--- src/rtl/cx_pkg.sv ---
package cx_pkg;
  typedef enum logic {
    CX_IDLE = 1'b0,
    CX_BUSY = 1'b1
  } cx_state_e;
endpackage

--- src/rtl/cx_lane_pick.sv ---
module cx_lane_pick #(
  parameter int LANES = 32,
  localparam int IDX_W = $clog2(LANES)
) (
  input  logic [LANES-1:0] pend,
  output logic [LANES-1:0] pick_oh,
  output logic [IDX_W-1:0] pick_idx,
  output logic             pick_any
);
  always_comb begin
    pick_oh  = '0;
    pick_idx = '0;
    pick_any = 1'b0;
    for (int i = 0; i < LANES; i++) begin
      if (pend[i] && !pick_any) begin
        pick_any   = 1'b1;
        pick_oh[i] = 1'b1;
        pick_idx   = IDX_W'(i);
      end
    end
  end


  always_comb begin
    lead_onehot_chk: assert ($onehot0(pick_oh));
  end
endmodule

--- src/rtl/cx_seg_match.sv ---
module cx_seg_match #(
  parameter int LANES        = 32,
  parameter int ADDR_W       = 32,
  parameter int NARROW_BYTES = 32,
  parameter int WIDE_BYTES   = 128,
  localparam int IDX_W       = $clog2(LANES)
) (
  input  logic [LANES*ADDR_W-1:0] addrs,
  input  logic [LANES-1:0]        pend,
  input  logic                    wide,
  input  logic [IDX_W-1:0]        lead_idx,
  output logic [ADDR_W-1:0]       base,
  output logic [LANES-1:0]        mask
);
  localparam logic [ADDR_W-1:0] NARROW_KEEP = ~(ADDR_W'(NARROW_BYTES - 1));
  localparam logic [ADDR_W-1:0] WIDE_KEEP   = ~(ADDR_W'(WIDE_BYTES - 1));

  logic [ADDR_W-1:0] keep;
  logic [ADDR_W-1:0] lane_base [LANES];

  assign keep = wide ? WIDE_KEEP : NARROW_KEEP;

  for (genvar g = 0; g < LANES; g++) begin : g_lane
    assign lane_base[g] = addrs[g*ADDR_W +: ADDR_W] & keep;
    assign mask[g]      = pend[g] && (lane_base[g] == base);
  end

  assign base = lane_base[lead_idx];
endmodule

--- src/rtl/warp_coalescer.sv ---
module warp_coalescer #(
  parameter int LANES        = 32,
  parameter int ADDR_W       = 32,
  parameter int NARROW_BYTES = 32,
  parameter int WIDE_BYTES   = 128,
  localparam int IDX_W       = $clog2(LANES),
  localparam int CNT_W       = $clog2(LANES + 1)
) (
  input  logic                    clk,
  input  logic                    rst_n,
  input  logic                    req_valid,
  output logic                    req_ready,
  input  logic [LANES-1:0]        req_active,
  input  logic [LANES*ADDR_W-1:0] req_addr,
  input  logic                    req_wide,
  output logic                    txn_valid,
  input  logic                    txn_ready,
  output logic [ADDR_W-1:0]       txn_base,
  output logic                    txn_wide,
  output logic [LANES-1:0]        txn_mask,
  output logic                    done,
  output logic [CNT_W-1:0]        done_count
);
  import cx_pkg::*;

  localparam int NARROW_SH = $clog2(NARROW_BYTES);
  localparam int WIDE_SH   = $clog2(WIDE_BYTES);

  cx_state_e               state_q;
  logic [LANES-1:0]        pend_q;
  logic [LANES*ADDR_W-1:0] addr_q;
  logic                    wide_q;
  logic [CNT_W-1:0]        cnt_q;

  logic [LANES-1:0] lead_oh;
  logic [IDX_W-1:0] lead_idx;
  logic             lead_any;
  logic [LANES-1:0] grp_mask;
  logic [ADDR_W-1:0] grp_base;
  logic             req_fire;
  logic             txn_fire;

  cx_lane_pick #(.LANES(LANES)) u_pick (
    .pend     (pend_q),
    .pick_oh  (lead_oh),
    .pick_idx (lead_idx),
    .pick_any (lead_any)
  );

  cx_seg_match #(
    .LANES        (LANES),
    .ADDR_W       (ADDR_W),
    .NARROW_BYTES (NARROW_BYTES),
    .WIDE_BYTES   (WIDE_BYTES)
  ) u_match (
    .addrs    (addr_q),
    .pend     (pend_q),
    .wide     (wide_q),
    .lead_idx (lead_idx),
    .base     (grp_base),
    .mask     (grp_mask)
  );

  assign req_ready  = (state_q == CX_IDLE);
  assign req_fire   = req_valid && req_ready;
  assign txn_valid  = (state_q == CX_BUSY) && lead_any;
  assign txn_fire   = txn_valid && txn_ready;
  assign txn_base   = grp_base;
  assign txn_mask   = grp_mask;
  assign txn_wide   = wide_q;
  assign done       = (state_q == CX_BUSY) && !lead_any;
  assign done_count = cnt_q;

  always_ff @(posedge clk or negedge rst_n) begin
    if (!rst_n) begin
      state_q <= CX_IDLE;
      pend_q  <= '0;
      addr_q  <= '0;
      wide_q  <= 1'b0;
      cnt_q   <= '0;
    end else begin
      case (state_q)
        CX_IDLE: begin
          if (req_fire) begin
            state_q <= CX_BUSY;
            pend_q  <= req_active;
            addr_q  <= req_addr;
            wide_q  <= req_wide;
            cnt_q   <= '0;
          end
        end
        default: begin
          if (done) begin
            state_q <= CX_IDLE;
          end else if (txn_fire) begin
            pend_q <= pend_q & ~grp_mask;
            cnt_q  <= cnt_q + 1'b1;
          end
        end
      endcase
    end
  end


  lead_in_mask_chk: assert property (@(posedge clk) disable iff (!rst_n)
    txn_valid |-> ((txn_mask & lead_oh) != '0));


  mask_pending_chk: assert property (@(posedge clk) disable iff (!rst_n)
    txn_valid |-> ((txn_mask & ~pend_q) == '0));


  base_aligned_chk: assert property (@(posedge clk) disable iff (!rst_n)
    txn_valid |-> (txn_base[NARROW_SH-1:0] == '0) &&
                  (!txn_wide || (txn_base[WIDE_SH-1:0] == '0)));


  hold_stall_chk: assert property (@(posedge clk) disable iff (!rst_n)
    (txn_valid && !txn_ready) |=> txn_valid && $stable(txn_base) &&
                                  $stable(txn_mask) && $stable(txn_wide));


  busy_not_ready_chk: assert property (@(posedge clk) disable iff (!rst_n)
    (txn_valid || done) |-> !req_ready);


  done_pulse_chk: assert property (@(posedge clk) disable iff (!rst_n)
    done |=> !done && req_ready);


  served_clear_chk: assert property (@(posedge clk) disable iff (!rst_n)
    txn_fire |=> ((pend_q & $past(txn_mask)) == '0));
endmodule

--- config.mk ---
export PLATFORM = sky130hd
export DESIGN_NAME = warp_coalescer
export DESIGN_NICKNAME = d
export VERILOG_FILES = /design/src/rtl/cx_pkg.sv /design/src/rtl/cx_lane_pick.sv /design/src/rtl/cx_seg_match.sv /design/src/rtl/warp_coalescer.sv
export SDC_FILE = /design/constraint.sdc
export NUM_CORES = 2
export LEC_CHECK = 0
export BUFFER_PORTS_ARGS = -buffer_cell sky130_fd_sc_hd__buf_2
export CORE_AREA = 10 10 433 435
export DETAILED_ROUTE_END_ITERATION = 10
export DIE_AREA = 0 0 443 445
export PLACE_DENSITY = 0.45
export SLEW_MARGIN = 10
export SYNTH_ARGS = -nofsm -noshare
export SYNTH_HDL_FRONTEND = slang
export SYNTH_SLANG_ARGS = --single-unit
--- constraint.sdc ---
create_clock -name clk -period 6.5 [get_ports clk]
set_input_delay 0.325 -clock clk [delete_from_list [all_inputs] [get_ports clk]]
set_output_delay 0.325 -clock clk [all_outputs]
set_load 0.02 [all_outputs]
# After elaboration in Yosys (flattened, before gate mapping)
# Cells that the tools add are included.
# op_classes
n_eq_ne,34
addsub,1
n_mux,78
n_lt_le_gt_ge,1
bitwise_logic,36
n_reduce_logical,102
# op_table
operator,count
$and A32 B32 Y32,33
$eq A32 B32 Y1,32
$mux W32,6
$bmux W32 S5,1
$mux W5,16
$logic_and A1 B1 Y1,67
$mux W1,36
$logic_not A1 Y1,32
$mux W4,8
$not A32 Y32,1
$mux W6,4
$mux W3,4
$mux W7,1
$add A6 B1 Y6 const B,1
$ge A6 B6 Y1 const B,1
$not A5 Y6,1
$mux W2,2
$reduce_and A3 Y1,1
$ne A2 B1 Y1 const B,1
$ne A2 B2 Y1 const B,1
$reduce_and A2 Y1,1
$reduce_bool A2 Y1,1
$not A1 Y1,1
# totals
output_inout_bits,74
regBits,1064
inputBits,1061
word_cells,257

# Logic depth before layout (Yosys ltp)
# logic_depth
word_depth,105
depth_mapped,21
ltp_nobuf,15

# Modules after synthesis
# A second synthesis with hierarchy kept.
# unflattened
hier_cells,6660
area_unflattened_um2,59140.5
# modules_own_cells
mod,seq_area_each_um2,cells_each,area_each_um2,n_inst
warp_coalescer,26625.5,4525,40719.1,1
cx_seg_match,0.0,2013,17699.5,1
cx_lane_pick,0.0,122,721.9,1

# Least setup slack after synthesis
# Ideal clock, no wire load.
# synth_timing
path_kind,reg2out
start,reg pend_q[8]
end,out txn_mask[18]
path_slack_ps,1345
stages_incl_launch_ff,15
t_arrival_ps,4830
n_path_buf,2
t_required_ps,6175
cell_sequence,dfrtp_1 > or4_1 > nor4_4 > nand2_2 > a21o_1 > buf_2 > nand2_8 > buf_6 > mux4_2 > a221oi_1 > o2111ai_1 > xnor2_1 > nand3_1 > or4_1 > nor4b_1
# synth_via
elab_chain_cells,77
word_cells_on_any_way,100
classes_between,1 x eq/ne; 50 x mux; 1 x bitwise; 48 x reduce/logical
# synth_rtl
item,line_no,source
"start, declared",warp_coalescer.sv:30,logic [LANES-1:0] pend_q;
"start signal, assigned",warp_coalescer.sv:86,pend_q <= req_active;
"start signal, assigned",warp_coalescer.sv:96,pend_q <= pend_q & ~grp_mask;
$logic_and A1 B1 Y1 (*),cx_lane_pick.sv:15,if (pend[i] && !pick_any) begin
$mux W1,cx_lane_pick.sv:15,
$logic_not A1 Y1,cx_lane_pick.sv:15,
$logic_and A1 B1 Y1,cx_lane_pick.sv:15,
$mux W1,cx_lane_pick.sv:15,
$logic_not A1 Y1,cx_lane_pick.sv:15,
$logic_and A1 B1 Y1,cx_lane_pick.sv:15,
$mux W1,cx_lane_pick.sv:15,
[... 60 more ...],--,
$logic_not A1 Y1,cx_lane_pick.sv:15,
$logic_and A1 B1 Y1,cx_lane_pick.sv:15,
$mux W5 (*),cx_lane_pick.sv:15,
$not A5 Y6 (not written as such) (*),cx_seg_match.sv:28,assign base = lane_base[lead_idx];
$bmux W32 S5 (*),cx_seg_match.sv:28,
$mux W32 (not written as such) (*) (2 in series),cx_seg_match.sv:28,
$eq A32 B32 Y1 (*),cx_seg_match.sv:25,assign mask[g] = pend[g] && (lane_base[g] == base);
$logic_and A1 B1 Y1 (*),cx_seg_match.sv:25,
"end, declared",warp_coalescer.sv:20,"output logic [LANES-1:0] txn_mask,"
# Every way passes the cells marked *; elsewhere a longest branch is shown, timed or not. The select of a mux whose other input is x is not followed.

# Worst setup path in the final report
# layout_timing
start,reg pend_q[20]
end,out txn_mask[2]
# layout_via
elab_chain_cells,41
word_cells_on_any_way,52
classes_between,1 x eq/ne; 26 x mux; 1 x bitwise; 24 x reduce/logical
# layout_rtl
item,line_no
$logic_and A1 B1 Y1 (*),cx_lane_pick.sv:15
$mux W1,cx_lane_pick.sv:15
$logic_not A1 Y1,cx_lane_pick.sv:15
$logic_and A1 B1 Y1,cx_lane_pick.sv:15
$mux W1,cx_lane_pick.sv:15
$logic_not A1 Y1,cx_lane_pick.sv:15
$logic_and A1 B1 Y1,cx_lane_pick.sv:15
$mux W1,cx_lane_pick.sv:15
[... 24 more ...],--
$logic_not A1 Y1,cx_lane_pick.sv:15
$logic_and A1 B1 Y1,cx_lane_pick.sv:15
$mux W5 (*),cx_lane_pick.sv:15
$not A5 Y6 (not written as such) (*),cx_seg_match.sv:28
$bmux W32 S5 (*),cx_seg_match.sv:28
$mux W32 (not written as such) (*) (2 in series),cx_seg_match.sv:28
$eq A32 B32 Y1 (*),cx_seg_match.sv:25
$logic_and A1 B1 Y1 (*),cx_seg_match.sv:25
# Marked as above.

==> results.md <==
* Status: finished, violations left
* Failing checks: negative setup slack
* Area growth syn-to-layout at 50.8%
* Final WL at 366000 um
* Num rows at 155
* Fillcell total at 17500
* Placement Cell Area at 0.0640 mm2
* Share of cells above drive strength 1 at 0.236
* Warnings from Yosys at 0
* Fin crit period at 6630 ps
* H-tree depth at 3
* Worst Slack Setup Final at -128 ps
* Internal power at 22.3 mW
* Clk network pwr share at 0.141
* Post-synthesis cell type count at 84
* Slew at the pin closest to its max-slew limit at 1230 ps
* GRT overflow at 0
* Initial antenna violation count at 25
* Max_slew headroom at 0.178
* Core ar. at 0.178 mm2
* Main combinational cell family by area after synthesis: simple AND/OR/NAND/NOR gates
* Hold slack at 103 ps
* Worst Path Arrival at 6300 ps
* Crit Path Max Fanout at 5
* Hold Path Stages at 3
* Clock root cell: clkbuf_16
* Total track usage at 0.353
* WL per Instance at 32.5 um
* Simple-gate share of the synthesized area at 0.294
* PD cells at 557 mW/mm2
* Die X at 443 um
* Sw power at 22.1 mW
* Post-route cell area at 0.0797 mm2
* First-pass GRT wire length at 491000 um
* Post-Syn Area at 0.0529 mm2
* RSZ-0062 raised after global routing: yes
* CTS Buffer Depth at 3
* Post-synth ARST share at 1.00
* Die area at 0.197 mm2
* I/O Buffers at 969
* Fin crit share at 1.02
* Hold Vio Cnt, Final at 0
* Setup Crit Path Kind: flip-flop to primary output
* Post-synth EDFFs at 0
* Hold Path Sink: pend_q[29]
* Vias/cell at 5.28
* Flop pwr share at 0.250
* Routability Congestion at 1.04
* Drt initial violations at 6510
* DRC errors left at 0
* ANT nets after route at 0
* Worst R2R Path Depth at 15
* Hold_sp: req_active[29]
* Vias at 59500
* Worst hold-check path type: primary input to flip-flop
* Worst Skew at 67.7 ps
* Clock latency on the worst-skew pair at 830 ps
* Element type at the critical path start: flip-flop
* VDD IR max at 290 uV
* Leak pwr at 38.0 nW
* First drt pass iteration count at 8
* Most used DFF post-synth: dfrtp_1
* Clock sink count at 904
* Largest net degree at the start of global routing at 183
* Post-synthesis sequential area ratio at 0.428
* Worst EP required at 6170 ps
* Starting Density at 0.297
* Mux share of post-synthesis cell area at 0.0389
* R2R Path Start: pend_q[14]
* Number of global-route vias before repair at 59900
* Yosys reg bits at 904
* Final setup vio count at 10
* Layout Nets at 9868
* Mapped Cells at 6630
* Slew Viols, Final at 0
* Max Clk Rate at 151 MHz
* Detailed Place HPWL at 283000 um
* Synth Area in Adders at 0.000237
* Pre-CTS WS at -97.2 ps
* Worst-path clk slew at 70 ps
* Total Power at 44.4 mW
* Max_cap viols at 0
* Sw Ratio at 0.498
* Post-Synth XOR/XNOR Area at 0.138
* R2R setup slack at 750 ps
* CTS tree: yes
* IO Pins at 1135
* Avg Inst Size Synth at 7.97 um2
* Combinational power share at 0.609
* Chip height at 445 um
* CTS Buf Count at 105
* Kind of end point of the critical path: primary output
* Capturing point of the worst reg2reg path: done_count[5]
* Synth Area in Compound Gates at 0.0586
## flip-flops by register name, indices dropped and copies added, names as in the netlist
name        cells
addr_q        864
done_count      6
pend_q         32
state_q         1
txn_wide        1
## synthesized netlist by cell type, types with 8 or more instances
cell / n / share of area
o22ai_1: 9 / 0.0011
a31oi_1: 27 / 0.0032
nand2_1: 3085 / 0.22
xor2_1: 218 / 0.036
nor4_1: 156 / 0.018
a21oi_1: 99 / 0.0094
a22oi_1: 9 / 0.0013
nand3_1: 250 / 0.024
and2_1: 12 / 0.0014
nor3_1: 70 / 0.0066
a2111oi_0: 15 / 0.0025
dfrtp_1: 904 / 0.43
clkbuf_1: 263 / 0.019
or4_1: 8 / 0.0011
xnor2_1: 617 / 0.10
o2111ai_1: 12 / 0.0020
nor4b_1: 9 / 0.0015
o21ai_0: 86 / 0.0081
mux2_2: 14 / 0.0030
buf_2: 102 / 0.0097
o211ai_1: 23 / 0.0033
mux4_2: 23 / 0.0098
a221o_1: 22 / 0.0042
nor2_1: 80 / 0.0057
buf_6: 10 / 0.0021
buf_1: 18 / 0.0013
and3_1: 12 / 0.0014
buf_4: 43 / 0.0061
a211oi_1: 12 / 0.0017
mux2i_1: 137 / 0.026
inv_1: 51 / 0.0036
a32o_1: 14 / 0.0027
nand4_1: 54 / 0.0064
a221oi_1: 32 / 0.0053
## area by class of cell
type	count	area, um2	area share
tap	2355	2950	0.0370
inverter	53	199	0.00250
clock buffer	155	3110	0.0390
multi-input combinational	5240	29700	0.372
sequential	904	22600	0.284
timing repair buffer	2502	20700	0.259
antenna	19	47.5	0.000596
clock inverter	42	468	0.00587
## logic make-up (layout without fill, tap and decap cells)
| logic type | count (synthesis) | after routing |
|---|---|---|
| multiplexers | 175 | 175 |
| XOR/XNOR | 835 | 835 |
| adder cells (fa/ha/maj) | 1 | 1 |
| flip-flops | 904 | 904 |
| AND/OR/NAND/NOR | 3786 | 3787 |
| AO/OA/AOI/OAI | 437 | 437 |
| buffers and inverters | 491 | 2752 |
| other | 1 | 24 |
## per-stage QoR
stage	std cells	TNS, ps	util
6_report	11300	-429	0.447
5_1_grt	11300	-944	0.447
4_1_cts	11200	0	0.436
3_5_place_dp	10000	-97.2	0.359
3_3_place_gp	10000	-206	0.359
2_1_floorplan	6634	0	-
## layer usage
layer	track usage	vias up	share of wire
met4	0.208	10	0.072
met1	0.450	29500	0.41
met3	0.0840	888	0.083
met5	0	-	0.00020
met2	0.542	3243	0.43
li1	-	25900	-
## worst max-delay path: stages, from the launching register on
cell	delay [ps]
dfrtp_2	460
nor4_2	300
buf_4	230
nand2_1	150
a211o_1	360
a21o_4	330
nand2_8	120
buf_12	150
buf_4	120
buf_4	130
mux2i_1	180
buf_4	160
mux2i_1	80
buf_4	170
a221o_1	370
a31oi_4	260
buf_12	180
buf_12	130
xnor2_1	80
nor4_1	310
nand4_1	200
nor3_2	310
buf_4	230
and2_2	240
buf_4	170
## cells in the final DEF (no fill, tap or decap), types with 51 or more instances in the layout
cell	instances
xor2_1	218
buf_2	958
mux2i_1	118
nand3_1	224
nor4_2	64
buf_4	469
nor2_1	72
buf_12	118
nand2_1	3082
nor4_1	89
dlygate4sd3_1	897
nand4_1	54
o21ai_0	75
a21oi_1	87
dfrtp_1	898
xnor2_1	614
inv_1	51
clkbuf_16	115
## power groups by stage
stage	clock [mW]	combinational [mW]	sequential [mW]
2_1_floorplan	0	12.4	8.99
3_3_place_gp	0	23.1	11.0
3_5_place_dp	0	23.1	11.0
4_1_cts	6.37	24.5	11.0
5_1_grt	6.56	27.8	11.1
6_report	6.27	27.0	11.1
## worst max path at each step
stage | depth (start not counted) | startpoint | end
floorplan | 14 | pend_q[8] | txn_mask[18]
global placement | 20 | pend_q[22] | txn_mask[22]
detailed placement | 21 | pend_q[14] | txn_mask[22]
CTS | 22 | pend_q[3] | txn_mask[1]
global route | 23 | pend_q[9] | txn_mask[2]
finish | 24 | pend_q[20] | txn_mask[2]
## timing repair
action	in CTS	in global routing
gates resized for setup	162	227
hold buffers	897	0
gates cloned	5	9
buffers inserted	25	73
pin swaps	27	74
endpoints found under the setup margin	31	31
endpoints found under the hold margin	967	0
No activity file was read; power rests on OpenSTA's default activity.
